===== config.mk =====
export PLATFORM = sky130hd
export DESIGN_NAME = sop_window_ctrl
export DESIGN_NICKNAME = d
export VERILOG_FILES = /design/src/rtl/sop_pkg.sv /design/src/rtl/sop_type_dec.sv /design/src/rtl/sop_window_fsm.sv /design/src/rtl/sop_window_ctrl.sv
export SDC_FILE = /design/constraint.sdc
export NUM_CORES = 1
export LEC_CHECK = 0
export ABC_AREA = 0
export ABC_CLOCK_PERIOD_IN_PS = 1630
export CORE_UTILIZATION = 30
export DETAILED_ROUTE_END_ITERATION = 7
export DONT_BUFFER_PORTS = 1
export GPL_TIMING_DRIVEN = 0
export PLACE_DENSITY = 0.43
export SYNTH_ARGS = -nofsm -noshare
export SYNTH_HDL_FRONTEND = slang
export SYNTH_HIERARCHICAL = 1
export SYNTH_SLANG_ARGS = --single-unit

===== constraint.sdc =====
create_clock -name clk -period 1.63 [get_ports clk]
set_clock_uncertainty 0.2 [all_clocks]
set_input_delay 0.0815 -clock clk [delete_from_list [all_inputs] [get_ports clk]]
set_output_delay 0.0815 -clock clk [all_outputs]
set_load 0.1 [all_outputs]

===== src/rtl/sop_pkg.sv =====
package sop_pkg;
    localparam int NUM_TYPES = 10;

    typedef enum logic [1:0] {
        ST_IDLE  = 2'd0,
        ST_ARMED = 2'd1,
        ST_OPEN  = 2'd2
    } sop_state_t;

    typedef enum logic [1:0] {
        CL_FIXED = 2'd0,
        CL_MATCH = 2'd1,
        CL_CARD  = 2'd2,
        CL_ARITH = 2'd3
    } sop_close_t;
endpackage


===== src/rtl/sop_type_dec.sv =====
module sop_type_dec
    import sop_pkg::*;
#(
    parameter int CODE_W = 4,
    parameter int N_TYPES = NUM_TYPES
) (
    input  logic [CODE_W-1:0]  code,
    output logic               valid,
    output logic               half_word,
    output sop_close_t         rule,
    output logic [N_TYPES-1:0] onehot
);
    localparam int PAIR_W = CODE_W - 1;

    logic [PAIR_W-1:0] pair_sel;
    logic              member;

    assign pair_sel = code[CODE_W-1:1];
    assign member   = code[0];

    // Pair select plus member bit gives type index 2*pair + member.
    genvar gi;
    generate
        for (gi = 0; gi < N_TYPES; gi++) begin : g_dec
            assign onehot[gi] = (pair_sel == PAIR_W'(gi / 2)) && (member == gi[0]);
        end
    endgenerate

    assign valid     = |onehot;
    assign half_word = onehot[6];

    always_comb begin
        if (onehot[0] || onehot[1])
            rule = CL_MATCH;
        else if (onehot[4] || onehot[5])
            rule = CL_CARD;
        else if (onehot[8])
            rule = CL_ARITH;
        else
            rule = CL_FIXED;
    end
endmodule


===== src/rtl/sop_window_fsm.sv =====
module sop_window_fsm
    import sop_pkg::*;
#(
    parameter int WORD_BITS = 32,
    parameter int POS_W = $clog2(WORD_BITS)
) (
    input  logic             clk,
    input  logic             rst_n,
    input  logic             start,
    input  logic             live_valid,
    input  logic             live_half,
    input  logic             held_half,
    input  sop_close_t       held_rule,
    input  logic [POS_W-1:0] pos,
    input  logic             addr_match,
    input  logic             card_exit,
    input  logic             arith_done,
    output logic             accept,
    output logic             window,
    output logic             busy
);
    localparam logic [POS_W-1:0] LAST_SLOT = POS_W'(WORD_BITS - 1);
    localparam logic [POS_W-1:0] MID_PRE   = POS_W'(WORD_BITS / 2 - 1);
    localparam logic [POS_W-1:0] MID_SLOT  = POS_W'(WORD_BITS / 2);

    sop_state_t st_q, st_d;
    logic       pend_q;
    logic       live_pre, held_pre, event_in, close_ok, at_last;

    assign at_last  = (pos == LAST_SLOT);
    assign live_pre = live_half ? (pos == MID_PRE) : at_last;
    assign held_pre = held_half ? (pos == MID_PRE) : at_last;
    assign accept   = start && live_valid && (st_q == ST_IDLE);

    always_comb begin
        unique case (held_rule)
            CL_CARD:  event_in = card_exit;
            CL_ARITH: event_in = arith_done;
            default:  event_in = 1'b0;
        endcase
    end

    always_comb begin
        unique case (held_rule)
            CL_FIXED: close_ok = 1'b1;
            CL_MATCH: close_ok = addr_match;
            CL_CARD,
            CL_ARITH: close_ok = pend_q || event_in;
            default:  close_ok = 1'b1;
        endcase
    end

    always_comb begin
        st_d = st_q;
        unique case (st_q)
            ST_IDLE:  if (accept) st_d = live_pre ? ST_OPEN : ST_ARMED;
            ST_ARMED: if (held_pre) st_d = ST_OPEN;
            ST_OPEN:  if (at_last && close_ok) st_d = ST_IDLE;
            default:  st_d = ST_IDLE;
        endcase
    end

    always_ff @(posedge clk) begin
        if (!rst_n) begin
            st_q   <= ST_IDLE;
            pend_q <= 1'b0;
        end else begin
            st_q <= st_d;
            if (accept)
                pend_q <= 1'b0;
            else if (st_q == ST_OPEN && event_in)
                pend_q <= 1'b1;
        end
    end

    always_comb begin
        window = (st_q == ST_OPEN);
        busy   = (st_q != ST_IDLE);
    end

    assert_open_on_boundary_R2: assert property (@(posedge clk) disable iff (!rst_n)
        $rose(window) |-> (pos == '0 || pos == MID_SLOT));

    assert_hold_to_p32_R3: assert property (@(posedge clk) disable iff (!rst_n)
        (window && !at_last) |=> window);

    assert_close_after_p32_R3: assert property (@(posedge clk) disable iff (!rst_n)
        $fell(window) |-> $past(pos) == LAST_SLOT);

    assert_match_close_R6: assert property (@(posedge clk) disable iff (!rst_n)
        (window && at_last && held_rule == CL_MATCH && !addr_match) |=> window);
endmodule


===== src/rtl/sop_window_ctrl.sv =====
module sop_window_ctrl
    import sop_pkg::*;
#(
    parameter int WORD_BITS = 32,
    parameter int CODE_W = 4,
    parameter int N_TYPES = NUM_TYPES,
    parameter int POS_W = $clog2(WORD_BITS)
) (
    input  logic               clk,
    input  logic               rst_n,
    input  logic [CODE_W-1:0]  op_code,
    input  logic               start,
    input  logic [POS_W-1:0]   pulse_pos,
    input  logic               addr_match,
    input  logic               card_exit,
    input  logic               arith_done,
    output logic [N_TYPES-1:0] type_en,
    output logic               window,
    output logic               busy
);
    logic [CODE_W-1:0]  held_code;
    logic               live_valid, live_half, held_valid, held_half, accept;
    sop_close_t         live_rule, held_rule;
    logic [N_TYPES-1:0] live_oh, held_oh;

    sop_type_dec #(.CODE_W(CODE_W), .N_TYPES(N_TYPES)) u_live_dec (
        .code(op_code), .valid(live_valid), .half_word(live_half),
        .rule(live_rule), .onehot(live_oh)
    );

    sop_type_dec #(.CODE_W(CODE_W), .N_TYPES(N_TYPES)) u_held_dec (
        .code(held_code), .valid(held_valid), .half_word(held_half),
        .rule(held_rule), .onehot(held_oh)
    );

    always_ff @(posedge clk) begin
        if (!rst_n)
            held_code <= '0;
        else if (accept)
            held_code <= op_code;
    end

    sop_window_fsm #(.WORD_BITS(WORD_BITS), .POS_W(POS_W)) u_fsm (
        .clk(clk), .rst_n(rst_n), .start(start),
        .live_valid(live_valid), .live_half(live_half),
        .held_half(held_half), .held_rule(held_rule),
        .pos(pulse_pos), .addr_match(addr_match),
        .card_exit(card_exit), .arith_done(arith_done),
        .accept(accept), .window(window), .busy(busy)
    );

    assign type_en = window ? held_oh : '0;

    assert_enable_onehot_R9: assert property (@(posedge clk) disable iff (!rst_n)
        $onehot0(type_en));

    assert_enable_in_window_R9: assert property (@(posedge clk) disable iff (!rst_n)
        (type_en != '0) |-> window);

    assert_busy_start_ignored_R10: assert property (@(posedge clk) disable iff (!rst_n)
        (busy && start) |=> $stable(held_code));

    assert_unused_ignored_R11: assert property (@(posedge clk) disable iff (!rst_n)
        (!busy && start && !live_valid) |=> !busy);

    assert_held_valid_R1: assert property (@(posedge clk) disable iff (!rst_n)
        busy |-> held_valid);

    logic unused_ok;
    assign unused_ok = ^{live_rule, live_oh};
endmodule


; Word level (Yosys, flattened, before mapping)
; Index checks and enable logic that the tools add are counted.
[op_classes]
n_eq_ne = 18
n_mux = 13
n_mul = 0
reduce_logical = 36
order_cmp = 0
bitwise_logic = 3
n_addsub = 0
div_mod_pow = 0
shifts = 0
[ops]
columns = op, count
row1 = logical AND 1 bit, 24
row2 = two-way mux 2 bit, 7
row3 = == test 3 x 2 -> 1 bit (second input constant), 4
row4 = two-way mux 10 bit, 1
row5 = OR reduction 10 bit, 1
row6 = == test 2 bit (second input constant), 3
row7 = == test 3 x 1 -> 1 bit (second input constant), 2
row8 = == test 3 bit (second input constant), 2
row9 = zero test 3 bit, 2
row10 = case mux 2 bit (3 select lines), 1
row11 = == test 5 x 4 -> 1 bit (second input constant), 1
row12 = == test 5 bit (second input constant), 1
row13 = == test 2 x 1 -> 1 bit (second input constant), 2
row14 = zero test 2 bit, 2
row15 = inequality test 2 x 1 -> 1 bit (second input constant), 2
row16 = OR reduction 2 bit, 2
row17 = logical OR 1 bit, 3
row18 = inverter 1 bit, 3
row19 = case mux 1 bit (3 select lines), 1
row20 = AND reduction 3 bit, 1
row21 = two-way mux 1 bit, 2
row22 = inequality test 2 bit (second input constant), 1
row23 = case mux 1 bit (2 select lines), 1
row24 = nonzero test 2 bit, 1
[totals]
latch_bits = 0
n_memories = 0
output_inout_bits = 12
ramBits = 0
romBits = 0
register_bits = 7

; Depth between registers and ports, before layout
; Gate-level depths: netlist (run 1).
[logic_depth]
ltp_word = 12
depth_mapped = 7

; By module
; The synthesis (run 1) kept the hierarchy.
[modules_own_cells]
columns = module, n_inst, area_per_inst_um2, cells_per_inst, seq_area_each_um2
row1 = sop_window_fsm, 1, 252.7, 33, 60.1
row2 = sop_window_ctrl, 1, 219.0, 23, 80.1
row3 = sop_type_dec at u_held_dec, 1, 142.6, 22, 0.0
row4 = sop_type_dec at u_live_dec, 1, 120.1, 20, 0.0

; Worst setup path before layout (run 1)
; Ideal clock, no wire load.
[synth_timing]
kind = flip-flop to output port
startpoint = register u_fsm.st_q[1]
endpoint = output type_en[0]
path_stages_with_launch = 4
t_arrival_ns = 2.837
t_required_ns = 1.348
path_slack_ns = -1.488
path_cell_list = dfxtp_1 > inv_1 > nor2_1 > and2_1
[synth_via]
elab_chain_len = 2
[synth_lines]
columns = element, line_no
row1 = start: declaration, sop_window_fsm.sv:26  ; sop_state_t st_q, st_d;
row2 = start signal: assignment, sop_window_fsm.sv:68  ; st_q <= st_d;
row3 = == test 2 bit, sop_window_fsm.sv:77  ; window = (st_q == ST_OPEN);
row4 = named net window, sop_window_ctrl.sv:18  ; output logic window,
row5 = two-way mux 10 bit, sop_window_ctrl.sv:52  ; assign type_en = window ? held_oh : '0;
row6 = end: declaration, sop_window_ctrl.sv:17  ; output logic [N_TYPES-1:0] type_en,
; The timed path passes the listed nets, and every way through them passes these cells.

; Worst setup path after layout (run 1)
[layout_timing]
startpoint = register u_fsm.st_q[0]
endpoint = output type_en[9]
; The elaborated chain is that of the path after synthesis.

==> run summary, run 1 <==
fin cells = 130
global-route wire length before repair = 2580 um
Post-Syn Nets = 96
ANT nets after route = 0
FF+latch area = 156 sq um
max-slew violation total from the final report = 0
CP Class = flop to primary output
Achievable Freq = 513 MHz
worst-path fanout max = 7
IO Count = 27
final WL = 1700 um
FP Rows = 16
outcome = complete, but fails checks
element type at the critical path start = flop
CTS sink cnt = 7
Hold Slack = 0.00718 ns
CP endpoint = type_en[9]
initial DRC count = 4
critical path required time = 1.35 ns
largest net degree at the start of global routing = 11
share of cells above drive strength 1 = 47.6%
fin crit period = 1.95 ns
CTS buffer count = 3
Post-DP Area = 706 sq um
Tcrit/Tclk final = 120%
cell count after placement = 108
Slew @ Worst Pin = 0.733 ns
initial antenna violation count = 0
IR drop worst, VDD = 0.472 mV
final worst setup slack = -0.320 ns
htree depth = 1
RSZ-0062 raised after global routing = yes
worst reg2reg path depth = 8
failing checks = setup timing
layout overhead on the synthesized area = 59.7%
full die area = 0.00230 sq mm
Die Span X = 47.9 um
Critical R2R Launch = held_code[1]$_SDFFE_PN0P_
Vias = 667
Avg Synthesized Cell Area = 7.82 sq um
# nets final = 119
Critical Path Source = u_fsm/st_q[0]$_SDFFE_PN0P_
core area = 0.00198 sq mm
CTS tree = built
Mapped Area = 633 sq um
Root Driver = clkbuf_4
crit path capture type = primary output
max-cap violations = 0
dpl hpwl = 1080 um
placer congestion estimate = 0.640
GRT overflow = 0
Synth Instances = 81
Relative slew margins = 51.0%
worst skew pair latency = 0.25 ns
setup slack, reg-to-reg = -0.06 ns
Setup violations, final = 10
number of I/O port buffers = 0
CTS Buffer Depth = 2
WL/cell = 13.1 um
DR DRC count = 0
gr usage total = 16.2%
endpoints failing hold = 0
total power draw = 549 uW
R2R Path End = u_fsm/st_q[1]$_SDFFE_PN0P_
vias per cell = 5.13
diodes inserted = 0
number of fill cells = 204
Synth warnings = 6
Non-Filler Cell Area, Final = 0.00101 sq mm
Worst EP arrival = 1.67 ns
starting density of the core = 31.9%
die height = 47.9 um
Worst-path clk slew = 0.05 ns
leak pwr = 0.000405 uW
HP Class = input pin to flop
Cell Pwr Density = 543 mW/mm^2
Multi-input gate area = 557 sq um
number of global-route vias before repair = 593
drt pass-1 iters = 4
power breakdown:
part	leakage, uW	internal [uW]	switching, uW
Combinational	0.000330	99.6	92.2
Sequential	0.0000604	179	23.2
Clock	0.0000150	93.3	62.3
worst max-delay path, cell delays in order (launching register included):
cell and delay [ns]:
dfxtp_4 0.37, nor2_4 0.59, and2_4 0.46
sequential cells by signal (all words and copies together) (netlist names):
| signal | flops |
|---|---|
| u_fsm/pend_q | 1 |
| u_fsm/st_q | 2 |
| held_code | 4 |
cells in the final DEF, fill, tap and decap left out, types with 3 or more instances in the layout:
master         count
nor3_1             3
buf_6              4
and2_4            10
buf_4              9
o21ai_0            3
nor2_1             8
mux2i_1            4
dlygate4sd3_1      8
clkbuf_4           3
dfxtp_4            4
nor2b_1            4
worst min-delay path by stage:
stage,slack (ns),cells after the start,endpoint,start
final,0.007,4,u_fsm/pend_q$_SDFFE_PP0P_,op_code[3]
after global routing,0.07,4,u_fsm/st_q[1]$_SDFFE_PN0P_,arith_done
after detailed placement,0.02,1,held_code[0]$_SDFFE_PN0P_,rst_n
after floorplan,0.01,1,held_code[1]$_SDFFE_PN0P_,rst_n
after global placement,0.01,1,held_code[2]$_SDFFE_PN0P_,rst_n
after CTS,0.008,4,u_fsm/pend_q$_SDFFE_PP0P_,op_code[3]
layer usage:
layer  vias up  track usage, %  share of wire, %
li1        327               -                 -
met1       320            19.6                44
met2        18            28.1                50
met3         2            1.89               4.5
met4         0            8.33              0.94
met5         -               0                 0
area by class of cell:
cell class / count / share of cell area [%]
clock buffer: 4 / 2.60
buffer: 5 / 5.57
multi-input combinational: 67 / 55.1
inverter: 2 / 0.990
tap: 27 / 3.34
timing repair buffer: 18 / 17.0
sequential: 7 / 15.5
through the flow:
step                setup TNS (ns)  util [%]  setup slack, ns
CTS                          -2.37      47.8           -0.355
global route                 -2.83      51.0           -0.377
detailed placement           -2.28      35.6           -0.197
finish                       -2.15      51.0           -0.320
global placement             -2.20      35.6           -0.185
floorplan                   -0.920         -          -0.0920
repair_timing:
action                                  CTS  global route
setup buffers                             7             3
hold buffers                              8             0
gates cloned                              1             0
endpoints found under the hold margin     7             0
gates resized for setup                  20             9
pin swaps                                18            15
endpoints found under the setup margin   14            13
Note: power is estimated with default switching activity, not from simulation.
==> inputs of run 2 (changes only) <==
--- a/config.mk
+++ b/config.mk
@@ -6,12 +6,12 @@
 export NUM_CORES = 1
 export LEC_CHECK = 0
 export ABC_AREA = 0
-export ABC_CLOCK_PERIOD_IN_PS = 1630
+export ABC_CLOCK_PERIOD_IN_PS = 2500
 export CORE_UTILIZATION = 30
 export DETAILED_ROUTE_END_ITERATION = 7
 export DONT_BUFFER_PORTS = 1
 export GPL_TIMING_DRIVEN = 0
-export PLACE_DENSITY = 0.43
+export PLACE_DENSITY = 0.42
 export SYNTH_ARGS = -nofsm -noshare
 export SYNTH_HDL_FRONTEND = slang
 export SYNTH_HIERARCHICAL = 1
==> constraint.sdc (replaced) <==
create_clock -name clk -period 2.5 [get_ports clk]
set_clock_uncertainty 0.2 [all_clocks]
set_input_delay 0.125 -clock clk [delete_from_list [all_inputs] [get_ports clk]]
set_output_delay 0.125 -clock clk [all_outputs]
set_load 0.1 [all_outputs]
==> run 2 against run 1 <==
  * The run now ends clean
  * Global-route usage is 2.9 points lower
  * Via count decreased by 12%
  * First-iteration DRC count rose by 130%
  * Utilization fell by 11 points
  * Non-clock buffer count fell by 10
  * Register-to-register slack gained 0.59 ns
  * Sequential power down 38%
  * Die area unchanged
  * Flip-flop and latch count did not move
  * Power shrank 42%
  * Sequential share of layout area increased by 2.4 points
  * Largest cell class unchanged
==> run summary, run 2 (synthesis results as in run 1) <==
max-slew violation total from the final report = 0 (unchanged)
number of I/O port buffers = 0 (unchanged)
Root Driver = clkbuf_4
vias per cell = 4.93 (-3.9%)
ANT nets after route = 0 (unchanged)
initial DRC count = 9 (+5)
Setup violations, final = 0 (-10)
fin crit period = 2.36 ns
largest net degree at the start of global routing = 12 (+1)
outcome = finished, final reports clean
number of global-route vias before repair = 476 (-20%)
Vias = 587 (-12%)
max-cap violations = 0 (unchanged)
element type at the critical path start = flop
Relative slew margins = 51.1% (+0.11 points)
CTS tree = built
IR drop worst, VDD = 0.295 mV (-37%)
endpoints failing hold = 0 (unchanged)
RSZ-0062 raised after global routing = no
DR DRC count = 0 (unchanged)
sum of negative setup slack = 0 ns (+2.15 ns)
Top Registers = held_code: 4 flops, u_fsm/st_q: 2 flops, u_fsm/pend_q: 1 flops
drt pass-1 iters = 4 (unchanged)
WL/cell = 11.7 um (-11%)
HP Class = input pin to flop
IO Count = 27 (unchanged)
layout overhead on the synthesized area = 23.7%
Largest Register = held_code
most common cell after layout, fill and taps aside = and2_2
FP Rows = 16 (unchanged)
Worst-path clk slew = 0.06 ns (about the same)
highest-count cells in the layout ignoring fill and taps = 10 x and2_2, 9 x nor2_1, 7 x dfxtp_1, 7 x dlygate4sd3_1, 5 x mux2i_1
placer congestion estimate = 0.637 (-0.59%)
Worst EP arrival = 2.03 ns (+0.36 ns)
worst skew pair latency = 0.25 ns (about the same)
Non-Filler Cell Area, Final = 783 sq um (-23%)
max reg flops = 4 (unchanged)
critical path required time = 2.17 ns (+0.82 ns)
CTS Buffer Depth = 2 (unchanged)
diodes inserted = 0 (unchanged)
Core Util, Final = 39.5% (-11 points)
CP Class = flop to primary output
Achievable Freq = 425 MHz
# nets final = 108 (-9.2%)
core area = 0.00198 sq mm (unchanged)
GRT overflow = 0 (unchanged)
htree depth = 1 (unchanged)
Post-DP Area = 674 sq um (-4.4%)
Slew @ Worst Pin = 0.732 ns (-0.00170 ns)
final WL = 1400 um (-18%)
dpl hpwl = 1080 um (about the same)
full die area = 0.00230 sq mm (unchanged)
share of cells above drive strength 1 = 26.1% (-21 points)
Hold Slack = 0.0430 ns (+0.0358 ns)
crit path capture type = primary output
die height = 47.9 um (unchanged)
CTS sink cnt = 7 (unchanged)
starting density of the core = 31.9% (unchanged)
CTS buffer count = 3 (unchanged)
initial antenna violation count = 0 (unchanged)
Cell Pwr Density = 410 mW/mm^2 (-25%)
global-route wire length before repair = 2090 um (-19%)
worst-path fanout max = 11 (+4)
gr usage total = 13.3% (-2.9 points)
Die Span X = 47.9 um (unchanged)
leak pwr = 0.000313 uW (-23%)
Tcrit/Tclk final = 94.2%
==> run 2: cell types whose count changed in the layout (fill, tap and decap cells not counted), moves of 2 or more <==
cell      before  now
nand2b_1       2    4
dfxtp_4        4    0
buf_4          9    1
and2_2         0   10
buf_6          4    2
dfxtp_1        2    7
and2_4        10    0
nand2b_4       2    0
buf_2          0    3
==> run 2: critical path: stages (launching register included) <==
cell and delay [ns]:
dfxtp_1 0.43, inv_1 0.13, nor2_4 0.60, and2_2 0.62
==> run 2: metrics by stage <==
step	setup WS (ns)	cells	power [uW]
final	0.145	119	321
after global routing	0.00439	119	340
after CTS	0.103	119	328
after detailed placement	0.125	108	209
after global placement	0.132	108	209
after floorplan	0.270	81	198
==> run 2: report_power, final <==
part	leakage, uW	switching, uW	total (uW)	internal, uW
Sequential	0.0000571	8.45	126	117
Clock	0.0000150	43.6	105	61.0
Combinational	0.000241	50.1	90.4	40.4
==> run 2: layout make-up <==
| cell class | count | area, sq um |
|---|---|---|
| inverter | 2 | 7.51 |
| multi-input combinational | 66 | 460 |
| sequential | 7 | 140 |
| buffer | 6 | 45.0 |
| fill | 231 | 1200 |
| tap | 27 | 33.8 |
| clock buffer | 4 | 26.3 |
| timing repair buffer | 7 | 70.1 |
==> run 2: path summary, 6_finish.rpt <==
check                             startpoint                        end  slack (ns)  depth (start not counted)
setup / recovery  u_fsm/st_q[1]$_SDFFE_PN0P_                 type_en[9]        0.14                          3
hold / removal                    op_code[3]  u_fsm/pend_q$_SDFFE_PP0P_        0.04                          4
setup reg to reg  u_fsm/st_q[0]$_SDFFE_PN0P_  held_code[0]$_SDFFE_PN0P_        0.53                          6
hold reg to reg    u_fsm/pend_q$_SDFFE_PP0P_  u_fsm/pend_q$_SDFFE_PP0P_        0.26                          2
==> run 2: layer usage <==
metal	global-route usage [%]	wire length, um	vias to the layer above
li1	-	-	310
met5	0	0	-
met2	21.1	606	16
met3	3.40	67	2
met1	17.3	708	259
met4	5.00	12	0
==> run 2: what timing repair did <==
item	in CTS	in global routing
endpoints found under the hold margin	7	0
buffers inserted	0	0
hold buffers	7	0
resized for setup	10	0
endpoints found under the setup margin	10	0
==> inputs of run 3 (changes only) <==
--- a/config.mk
+++ b/config.mk
@@ -6,7 +6,7 @@
 export NUM_CORES = 1
 export LEC_CHECK = 0
 export ABC_AREA = 0
-export ABC_CLOCK_PERIOD_IN_PS = 2500
+export ABC_CLOCK_PERIOD_IN_PS = 2900
 export CORE_UTILIZATION = 30
 export DETAILED_ROUTE_END_ITERATION = 7
 export DONT_BUFFER_PORTS = 1
==> constraint.sdc (replaced) <==
create_clock -name clk -period 2.9 [get_ports clk]
set_clock_uncertainty 0.2 [all_clocks]
set_input_delay 0.145 -clock clk [delete_from_list [all_inputs] [get_ports clk]]
set_output_delay 0.145 -clock clk [all_outputs]
set_load 0.1 [all_outputs]
==> run 3 against run 2 <==
  * Flip-flop and latch count is the same
  * Global-route usage up 0.89 points
  * Critical endpoint is now type_en[6]
  * Worst setup slack improved by 0.13 ns
  * Largest cell class unchanged
  * Sequential power shrank 13%
  * Wire length grew 1.4%
==> run summary, run 3 (synthesis results as in run 1) <==
outcome = finished, final reports clean
endpoints failing hold = 0 (unchanged)
share of cells above drive strength 1 = 15.2% (-11 points)
Core Util, Final = 38.9% (-0.63 points)
clock power share = 32.8% (+0.2 points)
critical path required time = 2.56 ns (+0.39 ns)
sequential fraction of design power = 39.2% (about the same)
IR drop worst, VDD = 0.185 mV (-37%)
CTS sink cnt = 7 (unchanged)
core area = 0.00198 sq mm (unchanged)
GRT overflow = 0 (unchanged)
worst skew pair latency = 0.25 ns (about the same)
sw frac = 32.3% (+0.43 points)
Relative slew margins = 36.0% (-15 points)
starting density of the core = 31.9% (unchanged)
die height = 47.9 um (unchanged)
HP Class = input pin to flop
fin crit period = 2.63 ns
final WL = 1410 um (+1.4%)
FP Rows = 16 (unchanged)
Pint = 189 uW (-14%)
Comb power frac = 28.0% (-0.2 points)
highest-count cells in the layout ignoring fill and taps = 10 x and2_1, 9 x nor2_1, 7 x dfxtp_1, 7 x dlygate4sd3_1, 5 x mux2i_1
IO Count = 27 (unchanged)
placer congestion estimate = 0.741 (+16%)
Tcrit/Tclk final = 90.7%
max-slew violation total from the final report = 0 (unchanged)
Worst-path clk slew = 0.06 ns (about the same)
worst-path fanout max = 9 (-2)
Vias = 589 (+0.34%)
ANT nets after route = 0 (unchanged)
most common cell after layout, fill and taps aside = and2_1
element type at the critical path start = flop
drt pass-1 iters = 4 (unchanged)
global-route wire length before repair = 2250 um (+7.6%)
number of global-route vias before repair = 492 (+3.4%)
Die Span X = 47.9 um (unchanged)
Hold Slack = 0.0881 ns (+0.0451 ns)
leak pwr = 0.000305 uW (-2.5%)
number of fill cells = 223 (-3.5%)
crit path capture type = primary output
CTS tree = built
DR DRC count = 0 (unchanged)
layout overhead on the synthesized area = 21.7%
# nets final = 108 (unchanged)
Cell Pwr Density = 361 mW/mm^2 (-12%)
sum of negative setup slack = 0 ns (unchanged)
RSZ-0062 raised after global routing = no
max reg flops = 4 (unchanged)
CP Class = flop to primary output
Sw Pwr = 89.8 uW (-12%)
diodes inserted = 0 (unchanged)
Non-Filler Cell Area, Final = 771 sq um (-1.6%)
WL/cell = 11.9 um (+1.4%)
Slew @ Worst Pin = 0.966 ns (+0.235 ns)
initial DRC count = 11 (+2)
full die area = 0.00230 sq mm (unchanged)
max-cap violations = 0 (unchanged)
Post-DP Area = 669 sq um (-0.74%)
largest net degree at the start of global routing = 12 (unchanged)
cell count after placement = 108 (unchanged)
CTS buffer count = 3 (unchanged)
Achievable Freq = 380 MHz
vias per cell = 4.95 (+0.34%)
gr usage total = 14.2% (+0.89 points)
htree depth = 1 (unchanged)
Largest Register = held_code
Setup violations, final = 0 (unchanged)
initial antenna violation count = 0 (unchanged)
number of I/O port buffers = 0 (unchanged)
CTS Buffer Depth = 2 (unchanged)
Root Driver = clkbuf_4
Top Registers = held_code: 4 flops, u_fsm/st_q: 2 flops, u_fsm/pend_q: 1 flops
fin cells = 119 (unchanged)
Worst EP arrival = 2.28 ns (+0.25 ns)
-- run 3: power groups by stage --
stage / logic (uW) / clock network [uW] / registers (uW)
2_1_floorplan: 62.1 / 0 / 108
3_3_place_gp: 69.0 / 0 / 111
3_5_place_dp: 69.6 / 0 / 111
4_1_cts: 78.4 / 94.4 / 109
5_1_grt: 85.3 / 102 / 110
6_report: 77.9 / 91.5 / 109
-- run 3: layout make-up --
class                           count  area (sq um)  share of cell area, %
Inverter                            2          7.51                  0.974
Tap cell                           27          33.8                   4.38
Timing Repair Buffer                7          70.1                   9.09
Clock buffer                        4          26.3                   3.41
Multi-Input combinational cell     66           448                   58.1
Buffer                              6          45.0                   5.84
Sequential cell                     7           140                   18.2
-- run 3: timing repair --
item	in CTS	in global routing
resized for setup	1	0
endpoints found under the hold margin	7	0
hold buffers	7	0
endpoints found under the setup margin	10	0
setup buffers	0	0
-- run 3: through the flow --
stage                     power [uW]  worst slack (ns)
after global routing             297             0.125
final                            278             0.270
after detailed placement         180             0.117
after CTS                        282             0.248
after global placement           180             0.114
after floorplan                  170             0.281
-- run 3: final timing paths --
kind,endpoint,cells after the start,slack [ns],start
worst max-delay path,type_en[6],5,0.27,held_code[1]$_SDFFE_PN0P_
worst min-delay path,u_fsm/pend_q$_SDFFE_PP0P_,4,0.09,op_code[3]
worst max register to register,held_code[0]$_SDFFE_PN0P_,6,0.91,u_fsm/st_q[0]$_SDFFE_PN0P_
worst min register to register,u_fsm/pend_q$_SDFFE_PP0P_,2,0.28,u_fsm/pend_q$_SDFFE_PP0P_
-- run 3: metal layers --
metal  vias up  share of wire (%)  GRT usage (%)
met4         0               0.85           8.33
met3         2                3.3           2.26
met2        19                 45           21.4
li1        305                  -              -
met5         -                  0              0
met1       263                 51           19.1
-- run 3: critical path: stages, from the launching register on --
cell,delay [ns]
dfxtp_1,0.33
buf_2,0.21
nand2_1,0.09
nor3_1,0.44
buf_4,0.20
and2_1,0.75
